[config.mk]
export PLATFORM = sky130hd
export DESIGN_NAME = clk_src_switch
export DESIGN_NICKNAME = d
export VERILOG_FILES = /design/src/rtl/clksw_pkg.sv /design/src/rtl/clksw_osc_enables.sv /design/src/rtl/clksw_src_sel.sv /design/src/rtl/clksw_css_mon.sv /design/src/rtl/clk_src_switch.sv
export SDC_FILE = /design/constraint.sdc
export NUM_CORES = 1
export LEC_CHECK = 0
export CORE_AREA = 2 2 39 41
export DETAILED_ROUTE_END_ITERATION = 7
export DIE_AREA = 0 0 41 43
export DONT_BUFFER_PORTS = 1
export PLACE_DENSITY = 0.67
export SYNTH_ARGS = -nofsm -noshare
export SYNTH_HDL_FRONTEND = slang
export SYNTH_SLANG_ARGS = --single-unit
[constraint.sdc]
create_clock -name clk -period 1.8 [get_ports clk]
set_input_delay 0 -clock clk [delete_from_list [all_inputs] [get_ports clk]]
set_output_delay 0 -clock clk [all_outputs]
set_load 0.005 [all_outputs]
[src/rtl/clksw_pkg.sv]
package clksw_pkg;
  localparam int SRC_W = 2;
  localparam int NSRC  = 1 << SRC_W;

  typedef enum logic [SRC_W-1:0] {
    SRC_MSI = 2'd0,
    SRC_HSI = 2'd1,
    SRC_HSE = 2'd2,
    SRC_PLL = 2'd3
  } src_e;

  localparam logic [SRC_W-1:0] RESET_SRC    = SRC_MSI;
  localparam logic [SRC_W-1:0] FALLBACK_SRC = SRC_HSI;
  localparam logic [SRC_W-1:0] EXT_SRC      = SRC_HSE;
  localparam logic [SRC_W-1:0] PLL_SRC      = SRC_PLL;

  // Oscillators whose clock reaches the system when source s is active.
  function automatic logic [NSRC-1:0] feed_mask(logic [SRC_W-1:0] s, logic pll_ext);
    logic [NSRC-1:0] m;
    m = '0;
    m[s] = 1'b1;
    if (s == PLL_SRC && pll_ext) m[EXT_SRC] = 1'b1;
    return m;
  endfunction

  function automatic logic ext_in_use(logic [SRC_W-1:0] s, logic pll_ext);
    return feed_mask(s, pll_ext)[EXT_SRC];
  endfunction

  function automatic logic [NSRC-1:0] onehot(logic [SRC_W-1:0] s);
    logic [NSRC-1:0] m;
    m = '0;
    m[s] = 1'b1;
    return m;
  endfunction
endpackage

[src/rtl/clksw_osc_enables.sv]
module clksw_osc_enables
  import clksw_pkg::*;
(
  input  logic            clk,
  input  logic            rst_n,
  input  logic [NSRC-1:0] en_set,
  input  logic [NSRC-1:0] en_clr,
  input  logic [NSRC-1:0] protect,
  input  logic            force_fb,
  output logic [NSRC-1:0] en_q,
  output logic            dis_err
);
  logic [NSRC-1:0] clr_ok;
  logic [NSRC-1:0] en_d;

  assign clr_ok = en_clr & ~protect;

  always_comb begin
    en_d = (en_q | en_set) & ~clr_ok;
    if (force_fb) en_d = en_d | onehot(FALLBACK_SRC);
  end

  always_ff @(posedge clk or negedge rst_n) begin
    if (!rst_n) begin
      en_q    <= onehot(RESET_SRC);
      dis_err <= 1'b0;
    end else begin
      en_q    <= en_d;
      dis_err <= |(en_clr & protect);
    end
  end
endmodule

[src/rtl/clksw_src_sel.sv]
module clksw_src_sel
  import clksw_pkg::*;
(
  input  logic             clk,
  input  logic             rst_n,
  input  logic             req_wr,
  input  logic [SRC_W-1:0] req_sel,
  input  logic [NSRC-1:0]  osc_en,
  input  logic [NSRC-1:0]  src_rdy,
  input  logic             fallback,
  output logic [SRC_W-1:0] sys_src,
  output logic [SRC_W-1:0] req_q,
  output logic             switch_evt,
  output logic             req_ready
);
  logic [NSRC-1:0] usable;

  assign usable     = osc_en & src_rdy;
  assign req_ready  = usable[req_q];
  assign switch_evt = !fallback && (req_q != sys_src) && req_ready;

  always_ff @(posedge clk or negedge rst_n) begin
    if (!rst_n) begin
      sys_src <= RESET_SRC;
      req_q   <= RESET_SRC;
    end else begin
      if (fallback) begin
        sys_src <= FALLBACK_SRC;
        req_q   <= FALLBACK_SRC;
      end else begin
        if (switch_evt) sys_src <= req_q;
        if (req_wr)     req_q   <= req_sel;
      end
    end
  end
endmodule

[src/rtl/clksw_css_mon.sv]
module clksw_css_mon
  import clksw_pkg::*;
(
  input  logic             clk,
  input  logic             rst_n,
  input  logic             css_en,
  input  logic             css_ie,
  input  logic             ext_fail,
  input  logic             pll_ext,
  input  logic [SRC_W-1:0] sys_src,
  input  logic             flag_clr,
  output logic             fallback,
  output logic             css_flag,
  output logic             css_nmi
);
  assign fallback = css_en && ext_fail && ext_in_use(sys_src, pll_ext);
  assign css_nmi  = css_flag && css_ie;

  always_ff @(posedge clk or negedge rst_n) begin
    if (!rst_n)        css_flag <= 1'b0;
    else if (fallback) css_flag <= 1'b1;
    else if (flag_clr) css_flag <= 1'b0;
  end
endmodule

[src/rtl/clk_src_switch.sv]
module clk_src_switch
  import clksw_pkg::*;
(
  input  logic             clk,
  input  logic             rst_n,
  input  logic             req_wr,
  input  logic [SRC_W-1:0] req_sel,
  input  logic [NSRC-1:0]  src_rdy,
  input  logic [NSRC-1:0]  en_set,
  input  logic [NSRC-1:0]  en_clr,
  input  logic             pll_from_ext,
  input  logic             css_en,
  input  logic             css_ie,
  input  logic             ext_fail,
  input  logic             flag_clr,
  output logic [SRC_W-1:0] sys_src,
  output logic             sw_pending,
  output logic [NSRC-1:0]  osc_en,
  output logic             css_flag,
  output logic             css_nmi,
  output logic             dis_err
);
  // named internal events, visible to the checker
  logic             fallback_evt;
  logic             switch_evt;
  logic             req_ready;
  logic [SRC_W-1:0] req_q;
  logic [NSRC-1:0]  protect;

  assign protect = feed_mask(sys_src, pll_from_ext)
                 | (switch_evt ? feed_mask(req_q, pll_from_ext) : '0);
  assign sw_pending = (req_q != sys_src);

  clksw_css_mon u_css (
    .clk(clk), .rst_n(rst_n), .css_en(css_en), .css_ie(css_ie),
    .ext_fail(ext_fail), .pll_ext(pll_from_ext), .sys_src(sys_src),
    .flag_clr(flag_clr), .fallback(fallback_evt), .css_flag(css_flag),
    .css_nmi(css_nmi)
  );

  clksw_src_sel u_sel (
    .clk(clk), .rst_n(rst_n), .req_wr(req_wr), .req_sel(req_sel),
    .osc_en(osc_en), .src_rdy(src_rdy), .fallback(fallback_evt),
    .sys_src(sys_src), .req_q(req_q), .switch_evt(switch_evt),
    .req_ready(req_ready)
  );

  clksw_osc_enables u_en (
    .clk(clk), .rst_n(rst_n), .en_set(en_set), .en_clr(en_clr),
    .protect(protect), .force_fb(fallback_evt), .en_q(osc_en),
    .dis_err(dis_err)
  );
endmodule

==> results of run 1 <==
==> final cells by class <==
type | count | area share (%)
clock buffer | 4 | 4.51
inverter | 3 | 1.40
multi-input combinational | 52 | 41.1
sequential | 10 | 31.3
tap | 16 | 2.49
timing repair buffer | 16 | 19.3
==> power breakdown <==
part           leakage (nW)  internal [mW]  switching, mW
Clock                0.0210          0.123         0.0860
Combinational         0.203          0.200          0.212
Sequential            0.116          0.313          0.113
==> state kept, by name, summed over array words and instances (netlist names) <==
signal          count
u_sel.req_q         2
u_sel.sys_src       2
u_css.css_flag      1
u_en.dis_err        1
u_en.en_q           4
==> cells by family (layout without fill, tap and decap cells) <==
logic type	Yosys count	count (layout)
AO/OA/AOI/OAI	17	17
XOR/XNOR	2	2
AND/OR/NAND/NOR	27	27
buffers and inverters	7	23
multiplexers	6	6
flip-flops	10	10
==> how the worst min path moves through the flow <==
stage	end	slack [ns]	depth (start not counted)	from
6_report	u_en.en_q[1]	0.005	3	en_clr[1]
5_1_grt	u_sel.sys_src[1]	0.05	3	src_rdy[1]
4_1_cts	u_en.en_q[1]	0.003	3	en_clr[1]
3_5_place_dp	u_css.css_flag	-0.30	0	rst_n
3_3_place_gp	u_css.css_flag	-0.30	0	rst_n
2_1_floorplan	u_css.css_flag	-0.30	0	rst_n
==> layer usage <==
layer  share of wire (%)  up-vias  track usage, %
met2                  48       36            28.4
met4                 1.2        0            6.00
li1                    -      279               -
met5                   0        -               0
met3                 8.2        3            7.33
met1                  42      273            27.6
==> tightest hold or removal path: cells and delay by family <==
| family | cells | cell delay [ns] |
|---|---|---|
| compound gates | 3 | 0.23 |
==> cell usage in the layout (no fill, tap or decap), drive strengths merged <==
cell	count
mux2i	4
a41oi	1
a21oi	2
nand4	3
buf	2
nor3	1
nand2	6
mux4	1
and3	1
and2	2
a22oi	1
mux2	1
o21ai	7
a32oi	1
a31oi	3
xnor2	2
dfrtp	9
nand2b	2
inv	3
o211ai	2
clkbuf	4
nor2	8
nand3	4
dlygate4sd3	14
dfstp	1
==> metrics by stage <==
stage,utilization (%),worst slack (ns),total power [mW]
finish,58.1,0.346,1.05
global route,58.1,0.226,1.13
CTS,58.1,0.348,1.05
detailed placement,45.4,0.349,0.809
global placement,45.4,0.399,0.800
floorplan,-,0.478,0.742
==> metrics.md, run 1 <==
| Metric | Value |
|---|---|
| Slew Limit Fails | 0 |
| Final setup violation count | 0 |
| Routability cong. | 0.827 |
| Slowest CP cell | mux4_2 |
| Max_cap viols | 0 |
| Initial Utilization | 44.7% |
| Critical Path Max Stage Delay | around 0.55 ns |
| Worst slew pin tran | approximately 0.46 ns |
| Worst Path Required | 1.95 ns |
| Port bufs | 0 |
| Core Rows | 14 |
| Power per cell area | between 1000 and 1500 nW/um^2 |
| Pin count of the biggest net entering global routing | 11 |
| Leak | between 0.3 and 0.4 nW |
| Synth warn | 0 |
| Global-route wire length before repair | about 2.4 mm |
| Die Span Y | about 43 um |
| Crit path depth | 3 |
| Layout cells sized above 1 | between 10% and 20% |
| CTS Sinks | 10 |
| Post-route ant nets | 0 |
| DP HPWL | 1.05 mm |
| Die footprint | between 1500 and 2000 sq um |
| Iteration-0 DRC Markers | 10 |
| Synthesized flop and latch total | 10 |
| XOR/XNOR share of the synthesized area | 2.83% |
| Synth top area share | a little over a third |
| Final setup skew | 0.00257 ns |
| Worst rel slew slack | 69.1% |
| Remaining Overflow, GRT | 0 |
| CTS H-tree lvls | 1 |
| Mapped Avg Cell Area | approximately 9 sq um |
| CTS tree | built |
| Width of the die | around 40 um |
| Setup Buffers After CTS | 0 |
| Dpl cells | between 80 and 90 |
| Outcome | complete, no violations |
| Unrepaired setup endpoints after global routing | no |
| EDFF count, synth | 0 |
| R2r setup slk | 0.35 ns |
| End point of the critical path | u_en.dis_err |
| I/O pins | 32 |
| Final WL | about 1.5 mm |
| Post-route worst hold slack | about 0.0053 ns |
| Vias in the first global route | around 560 |
| Tot GR Track Use | between 10% and 20% |
| Post-synth net total | 91 |
| DP Area | roughly 630 sq um |
| CP Max Fanout | 8 |
| Cell count of the worst reg-to-reg path | 3 |
| WP buf/inv | 0 |
| Most frequent cell after synthesis | dfrtp_1 |
| Area leader, netlist | dfrtp_1 |
| Seq/Total Area, Yosys | between 40% and 50% |
| Post-synthesis mux area share | a little under an eighth |
| Via count | ~600 |
| Netlist Area Pre-Place | 618 sq um |
| Critical path cell sequence | mux4_2 > a31oi_1 > o211ai_1 |
| Sequential cell area | approximately 250 sq um |
| Antenna Cells | 0 |
| Min Tclk post-route | approximately 1.5 ns |
| Nets | about 110 |
| Hold Fails Final Rpt | 0 |
| DR pass1 iterations | 4 |
| CP Launch Type | flip-flop |
| Worst-path clk slew | 0.07 ns |
| FILL cells | between 100 and 150 |
| Type of the worst setup path | flip-flop to flip-flop |
| CP endpoint kind | flip-flop |
| Core area | roughly 1400 sq um |
| Worst vdd ir | ~0.8 mV |
| CTS buffer count | 3 |
| Compound-Gate Fraction of Synth Area | between 10% and 20% |
| Tcrit/Tclk final | roughly 80% |
| DRC viols | 0 |
| Initial antenna violation count | 0 |
| Top_reg_cell synth | dfrtp_1 |
| Hold WC Path Type | input pin to flip-flop |
| Commonest cells in the netlist | 9 x dfrtp_1, 8 x nor2_1, 6 x nand2_1 |
| Synth Instances | 69 |
| Max Fclk | ~690 MHz |
| Adder-Cell Fraction of Synth Area | 0% |
| Vias per cell | 5.85 |
| Worst path top cell family by delay | multiplexers |
| Final instance count without filler cells | between 100 and 150 |
| Worst EP arrival | roughly 1.6 ns |
| Largest family of logic cells by synthesized area | simple AND/OR/NAND/NOR gates |
| Yosys cell types | 25 |
| Root Buffer | clkbuf_4 |
| Multi-input gate area | 330 sq um |
| Area Overhead vs Synth | 30.2% |
| CTS Buffer Depth | 2 |
| Clk_lat worst skew | 0.27 ns |
| Post-Synth Simple-Gate Area | between 20% and 30% |
| Hold_buf cts | 14 |
| Design Area, Final | approximately 800 sq um |
| WL/cell | 14.6 um |
| Reg-to-reg startpoint | u_sel.sys_src[0] |
| Worst r2r dst | u_en.dis_err |
| Synth top area cells | dfrtp_1 36%, mux2i_1 6.5%, nor2_1 4.9%, dfstp_2 4.3%, mux4_2 3.6% |
| # resized after CTS | 0 |
| Worst Setup SP | u_sel.sys_src[0] |
| Post-route setup TNS | 0 ns |
| Async set or reset register ratio after synthesis | 100% |
Power figures use the tool's default switching activity.
==> run 2, diff against run 1 <==
PLACE_DENSITY = 0.69   (was 0.67)
clock period = 1.3 ns   (was 1.8 ns; I/O delays follow)
==> run 2 against run 1 <==
The flow now finishes with violations (hold timing, setup timing); largest power group is now combinational cells; critical path type unchanged; fmax up 8.8%; wire length up 29%; total power rose by 74%; non-clock buffer count up 9; sequential cell count stayed put; hold slack got worse by 0.17 ns; sequential share of layout area down 4.4 points.
==> metrics.md, run 2 (synthesized netlist as in run 1, its figures left out) <==
| Metric | Value |
|---|---|
| Worst slew pin tran | 0.470 ns (was 0.462 ns) |
| Worst Path Required | 1.49 ns (was 1.95 ns) |
| Slowest CP cell | dfrtp_2 (was mux4_2) |
| Area Overhead vs Synth | 53.0% (was 30.2%) |
| CTS Sinks | 10 (unchanged) |
| Global-route wire length before repair | 2.78 mm (was 2.39 mm) |
| Critical path cell sequence | xnor2_2 > a32oi_4 > a41oi_2 > o21ai_1 (was mux4_2 > a31oi_1 > o211ai_1) |
| Root Buffer | clkbuf_4 (unchanged) |
| Commonest non-fill, non-tap cell in the layout | dlygate4sd3_1 (unchanged) |
| DP HPWL | 1.17 mm (was 1.05 mm) |
| Slew Limit Fails | 0 (unchanged) |
| Remaining Overflow, GRT | 0 (unchanged) |
| Vias in the first global route | 644 (was 557) |
| Hold_buf cts | 11 (was 14) |
| Width of the die | 41 um (unchanged) |
| Share of power burned in registers | 31.2% (was 40.7%) |
| WL/cell | 17.3 um (was 14.6 um) |
| Post-route worst hold slack | -0.163 ns (was 0.00531 ns) |
| Die Span Y | 43 um (unchanged) |
| Most frequent cells in the layout | 11 x dlygate4sd3_1, 10 x buf_4, 8 x nor2_1 (was 14 x dlygate4sd3_1, 9 x dfrtp_1, 8 x nor2_1) |
| CTS H-tree lvls | 1 (unchanged) |
| Antenna Cells | 0 (unchanged) |
| WP buf/inv | 0 (unchanged) |
| Worst-path clk slew | 0.07 ns (about the same) |
| Largest register FFs | 4 (unchanged) |
| Worst vdd ir | 1.33 mV (was 0.801 mV) |
| CP Max Fanout | 6 (was 8) |
| Max_cap viols | 0 (unchanged) |
| Port bufs | 0 (unchanged) |
| DRC viols | 0 (unchanged) |
| Tcrit/Tclk final | 103% (was 80.8%) |
| Biggest regs | u_en.en_q x4, u_sel.req_q x2, u_sel.sys_src x2 (unchanged) |
| Core Rows | 14 (unchanged) |
| CP Launch Type | flip-flop (unchanged) |
| Iteration-0 DRC Markers | 18 (was 10) |
| Top reg by flops | u_en.en_q (unchanged) |
| Die footprint | 1760 sq um (unchanged) |
| DP Area | 696 sq um (was 628 sq um) |
| Core area | 1380 sq um (unchanged) |
| Final worst setup slack | -0.0373 ns (was 0.346 ns) |
| Switch share | 40.7% (was 39.2%) |
| Logic pwr share | 56.3% (was 39.3%) |
| Initial antenna violation count | 0 (unchanged) |
| Pre-CTS setup slack | -0.0254 ns (was 0.349 ns) |
| Nets | 117 (was 108) |
| Initial Utilization | 44.7% (unchanged) |
| CP endpoint kind | flip-flop (unchanged) |
| Hold WC Path Type | input pin to flip-flop (unchanged) |
| Clk_lat worst skew | 0.27 ns (about the same) |
| Critical Path Max Stage Delay | 0.44 ns (was 0.55 ns) |
| R2r setup slk | -0.04 ns (was 0.35 ns) |
| Leak | 0.402 nW (was 0.339 nW) |
| CTS buffer count | 3 (unchanged) |
| Clock power share | 12.5% (was 20.0%) |
| Max Fclk | 748 MHz (was 688 MHz) |
| Layout cells sized above 1 | 34.0% (was 11.8%) |
| Worst rel slew slack | 68.6% (was 69.1%) |
| Worst EP arrival | 1.52 ns (was 1.60 ns) |
| Worst path top cell family by delay | compound AO/OA/AOI/OAI gates (was multiplexers) |
| Post-route setup TNS | -0.0783 ns (was 0 ns) |
| Final setup violation count | 3 (was 0) |
| Net switching power | 744 uW (was 410 uW) |
| Tot GR Track Use | 23.4% (was 20.0%) |
| Routability cong. | 0.864 (was 0.827) |
| Via count | 642 (was 591) |
| Final WL | 1.90 mm (was 1.47 mm) |
| FILL cells | 104 (was 118) |
| Hold Fails Final Rpt | 2 (was 0) |
| Sequential cell area | 254 sq um (was 251 sq um) |
| Post-route ant nets | 0 (unchanged) |
| Violations in the final reports | hold timing, setup timing |
| Vias per cell | 5.84 (was 5.85) |
| CTS tree | built (unchanged) |
| Outcome | finished, violations left (was complete, no violations) |
| I/O pins | 32 (unchanged) |
| Type of the worst setup path | flip-flop to flip-flop (unchanged) |
| Min Tclk post-route | 1.34 ns (was 1.45 ns) |
| CTS Buffer Depth | 2 (unchanged) |
| Design Area, Final | 946 sq um (was 805 sq um) |
| Pin count of the biggest net entering global routing | 11 (unchanged) |
| Internal power | 1.08 mW (was 636 uW) |
| Multi-input gate area | 404 sq um (was 330 sq um) |
| DR pass1 iterations | 4 (unchanged) |
| Unrepaired setup endpoints after global routing | yes (was no) |
| Power per cell area | 1930 nW/um^2 (was 1300 nW/um^2) |
| Final setup skew | 0.00663 ns (was 0.00257 ns) |
[run 2: what timing repair did]
action / CTS / global route
resized for setup: 1 / 17
cloned: 0 / 0
setup buffers: 1 / 3
hold endpoints to repair: 18 / 2
setup endpoints to repair: 4 / 7
pin swaps: 4 / 8
[run 2: power groups by stage]
stage | Sequential, mW | Combinational [mW] | Clock [mW]
after floorplan | 0.529 | 0.510 | 0
after global placement | 0.544 | 0.728 | 0
after detailed placement | 0.549 | 0.742 | 0
after CTS | 0.546 | 0.815 | 0.232
after global routing | 0.595 | 1.10 | 0.250
final | 0.570 | 1.03 | 0.229
[run 2: area by class of cell]
cell class	instances	area share [%]
multi-input cells	52	42.7
flip-flops and latches	10	26.9
repair buffers	25	24.3
clock buffers	4	2.78
well taps	16	2.12
inverters	3	1.19
[run 2: stage by stage]
stage	std cells	power [mW]	util (%)
2_1_floorplan	69	1.04	-
3_3_place_gp	92	1.27	50.3
3_5_place_dp	92	1.29	50.3
4_1_cts	108	1.59	60.8
5_1_grt	110	1.94	68.4
6_report	110	1.83	68.4
[run 2: layer usage]
layer | vias up | GRT usage [%] | share of wire, %
met4 | 0 | 9.33 | 2.0
met1 | 312 | 30.6 | 39
met5 | - | 0 | 0
met3 | 7 | 6.28 | 5.4
met2 | 23 | 35.3 | 53
li1 | 300 | - | -
[run 2: worst paths after layout]
kind,startpoint,end,cells after the start
setup reg to reg,u_sel.req_q[0],u_en.en_q[1],4
hold reg to reg,u_en.en_q[0],u_en.en_q[0],2
setup / recovery,u_sel.req_q[0],u_en.en_q[1],4
min in group asynchronous,rst_n,u_sel.req_q[1],1
max in group asynchronous,rst_n,u_sel.sys_src[0],1
hold / removal,en_clr[2],u_en.en_q[2],1
==> run 3, diff against run 2 <==
CORE_AREA = not set   (was 2 2 39 41)
CORE_ASPECT_RATIO = 0.7   (was not set)
CORE_MARGIN = 2   (was not set)
CORE_UTILIZATION = 29   (was not set)
DIE_AREA = not set   (was 0 0 41 43)
PLACE_DENSITY = 0.5   (was 0.69)
==> run 3 against run 2 <==
Critical path type unchanged; wire length shrank 4.0%; non-clock buffer count increased by 8; largest cell class unchanged; hold slack gained 0.16 ns; the flow still finishes with violations (hold timing, setup timing); sequential share of layout area is 1.1 points lower; die area increased by 43%.
==> metrics.md, run 3 (synthesized netlist as in run 1, its figures left out) <==
| Metric | Value |
|---|---|
| Tot GR Track Use | 15.0% (was 23.4%) |
| Core area | 1940 sq um (was 1380 sq um) |
| Nets | 125 (was 117) |
| Iteration-0 DRC Markers | 16 (was 18) |
| Final setup skew | 0.00555 ns (was 0.00663 ns) |
| Pin count of the biggest net entering global routing | 11 (unchanged) |
| Width of the die | 59.2 um (was 41 um) |
| Final instance count without filler cells | 124 (was 110) |
| Vias in the first global route | 598 (was 644) |
| Remaining Overflow, GRT | 0 (unchanged) |
| Post-route ant nets | 0 (unchanged) |
| Die footprint | 2520 sq um (was 1760 sq um) |
| Min Tclk post-route | 1.33 ns (was 1.34 ns) |
| Initial Utilization | 31.9% (was 44.7%) |
| Worst Path Required | 1.46 ns (was 1.49 ns) |
| Global-route wire length before repair | 2.75 mm (was 2.78 mm) |
| Leak | 0.435 nW (was 0.402 nW) |
| DR pass1 iterations | 4 (unchanged) |
| Antenna Cells | 0 (unchanged) |
| DRC viols | 0 (unchanged) |
| CTS Sinks | 10 (unchanged) |
| Area Overhead vs Synth | 58.5% (was 53.0%) |
| Hold WC Path Type | input pin to flip-flop (unchanged) |
| Biggest regs | u_en.en_q x4, u_sel.req_q x2, u_sel.sys_src x2 (unchanged) |
| Routability cong. | 0.777 (was 0.864) |
| Largest register FFs | 4 (unchanged) |
| Core Rows | 13 (was 14) |
| Power per cell area | 1960 nW/um^2 (was 1930 nW/um^2) |
| CTS tree | built (unchanged) |
| Top reg by flops | u_en.en_q (unchanged) |
| Worst rel slew slack | 67.8% (was 68.6%) |
| Final WL | 1.83 mm (was 1.90 mm) |
| Port bufs | 0 (unchanged) |
| Tcrit/Tclk final | 102% (was 103%) |
| Layout cells sized above 1 | 33.3% (was 34.0%) |
| CTS buffer count | 3 (unchanged) |
| Design Area, Final | 980 sq um (was 946 sq um) |
| Unrepaired setup endpoints after global routing | yes (unchanged) |
| Clk_lat worst skew | 0.28 ns (was 0.27 ns) |
| Total power | 1.92 mW (was 1.83 mW) |
| DP Area | 726 sq um (was 696 sq um) |
| CTS Buffer Depth | 2 (unchanged) |
| Commonest non-fill, non-tap cell in the layout | buf_4 (was dlygate4sd3_1) |
| Via count | 634 (was 642) |
| I/O pins | 32 (unchanged) |
| Slew Limit Fails | 0 (unchanged) |
| Root Buffer | clkbuf_4 (unchanged) |
| CP Max Fanout | 5 (was 6) |
| Most frequent cells in the layout | 18 x buf_4, 14 x dlygate4sd3_1, 8 x nor2_1, 8 x dfrtp_1, 6 x nand2_1 (was 11 x dlygate4sd3_1, 10 x buf_4, 8 x nor2_1) |
| CTS H-tree lvls | 1 (unchanged) |
| Initial antenna violation count | 0 (unchanged) |
| Final worst setup slack | -0.0309 ns (was -0.0373 ns) |
| Vias per cell | 5.11 (was 5.84) |
| Outcome | finished, violations left (unchanged) |
| CP endpoint kind | flip-flop (unchanged) |
| Max_cap viols | 0 (unchanged) |
| Hold Fails Final Rpt | 1 (was 2) |
| Worst slew pin tran | 0.482 ns (was 0.470 ns) |
| DP HPWL | 1.31 mm (was 1.17 mm) |
| Dpl cells | 101 (was 92) |
| Max Fclk | 751 MHz (was 748 MHz) |
| CP Launch Type | flip-flop (unchanged) |
| Post-route worst hold slack | -0.000257 ns (was -0.163 ns) |
| WL/cell | 14.7 um (was 17.3 um) |
| Worst-path clk slew | 0.08 ns (was 0.07 ns) |
| Violations in the final reports | hold timing, setup timing (unchanged) |
| Type of the worst setup path | flip-flop to flip-flop (unchanged) |
| Worst vdd ir | 0.940 mV (was 1.33 mV) |
| Final setup violation count | 3 (unchanged) |
| Final core occ | 50.6% (was 68.4%) |
| Worst EP arrival | 1.49 ns (was 1.52 ns) |
| Die Span Y | 42.6 um (was 43 um) |
==> run 3: changes by cell type in the layout (fill, tap and decap cells not counted), moves of 2 or more <==
| cell | previous run | this run |
|---|---|---|
| dlygate4sd3_1 | 11 | 14 |
| buf_4 | 10 | 18 |
| buf_6 | 4 | 1 |
| o21ai_4 | 2 | 0 |
| o21ai_2 | 0 | 2 |
==> run 3: through the flow <==
stage | setup slack, ns | setup TNS, ns | hold WS [ns]
floorplan | -0.0137 | -0.0137 | -0.296
CTS | -0.0234 | -0.0330 | 0.00457
detailed placement | -0.0570 | -0.125 | -0.295
global placement | 0.00177 | 0 | -0.295
finish | -0.0309 | -0.0599 | -0.000257
global route | -0.0853 | -0.493 | 0.0134
==> run 3: cell type report <==
| class | instances | area, sq um |
|---|---|---|
| clock buffer | 4 | 36.3 |
| tap | 22 | 27.5 |
| fill | 189 | 956 |
| sequential | 10 | 253 |
| timing repair buffer | 33 | 287 |
| multi-input combinational | 52 | 365 |
| inverter | 3 | 11.3 |
==> run 3: report_power, final <==
part / leakage (nW) / switching, mW / internal, mW
clock network: 0.0210 / 0.128 / 0.170
registers: 0.115 / 0.131 / 0.437
logic: 0.300 / 0.452 / 0.606
total: 0.435 / 0.710 / 1.21
==> run 3: critical path, cell delays in order (launching register included) <==
cell      delay [ns]
dfrtp_2         0.44
mux4_2          0.51
a31oi_1         0.16
o211ai_1        0.11
==> run 3: what timing repair did <==
item                       in CTS  in global routing
gates resized for setup         2                  6
hold buffers                   14                  0
hold endpoints to repair       18                  0
pin swaps                       5                 10
setup endpoints to repair       5                  6
buffers inserted                2                  3
==> run 3: path summary, 6_finish.rpt <==
check,start,endpoint,slack [ns],cells past startpoint
setup reg to reg,u_sel.sys_src[0],u_en.dis_err,-0.03,3
min in group asynchronous,rst_n,u_en.en_q[3],0.11,1
setup / recovery,u_sel.sys_src[0],u_en.dis_err,-0.03,3
max in group asynchronous,rst_n,u_en.en_q[0],0.83,1
hold / removal,en_clr[3],u_en.dis_err,-0.0003,2
hold reg to reg,u_en.en_q[0],u_en.en_q[0],0.54,2
==> run 3: metal layers <==
metal / up-vias / share of wire, % / GRT usage [%]
met5: - / 0 / 0
met4: 0 / 0 / 2.73
met3: 0 / 7.9 / 6.17
met2: 29 / 48 / 22.4
met1: 292 / 44 / 20.3
li1: 313 / - / -
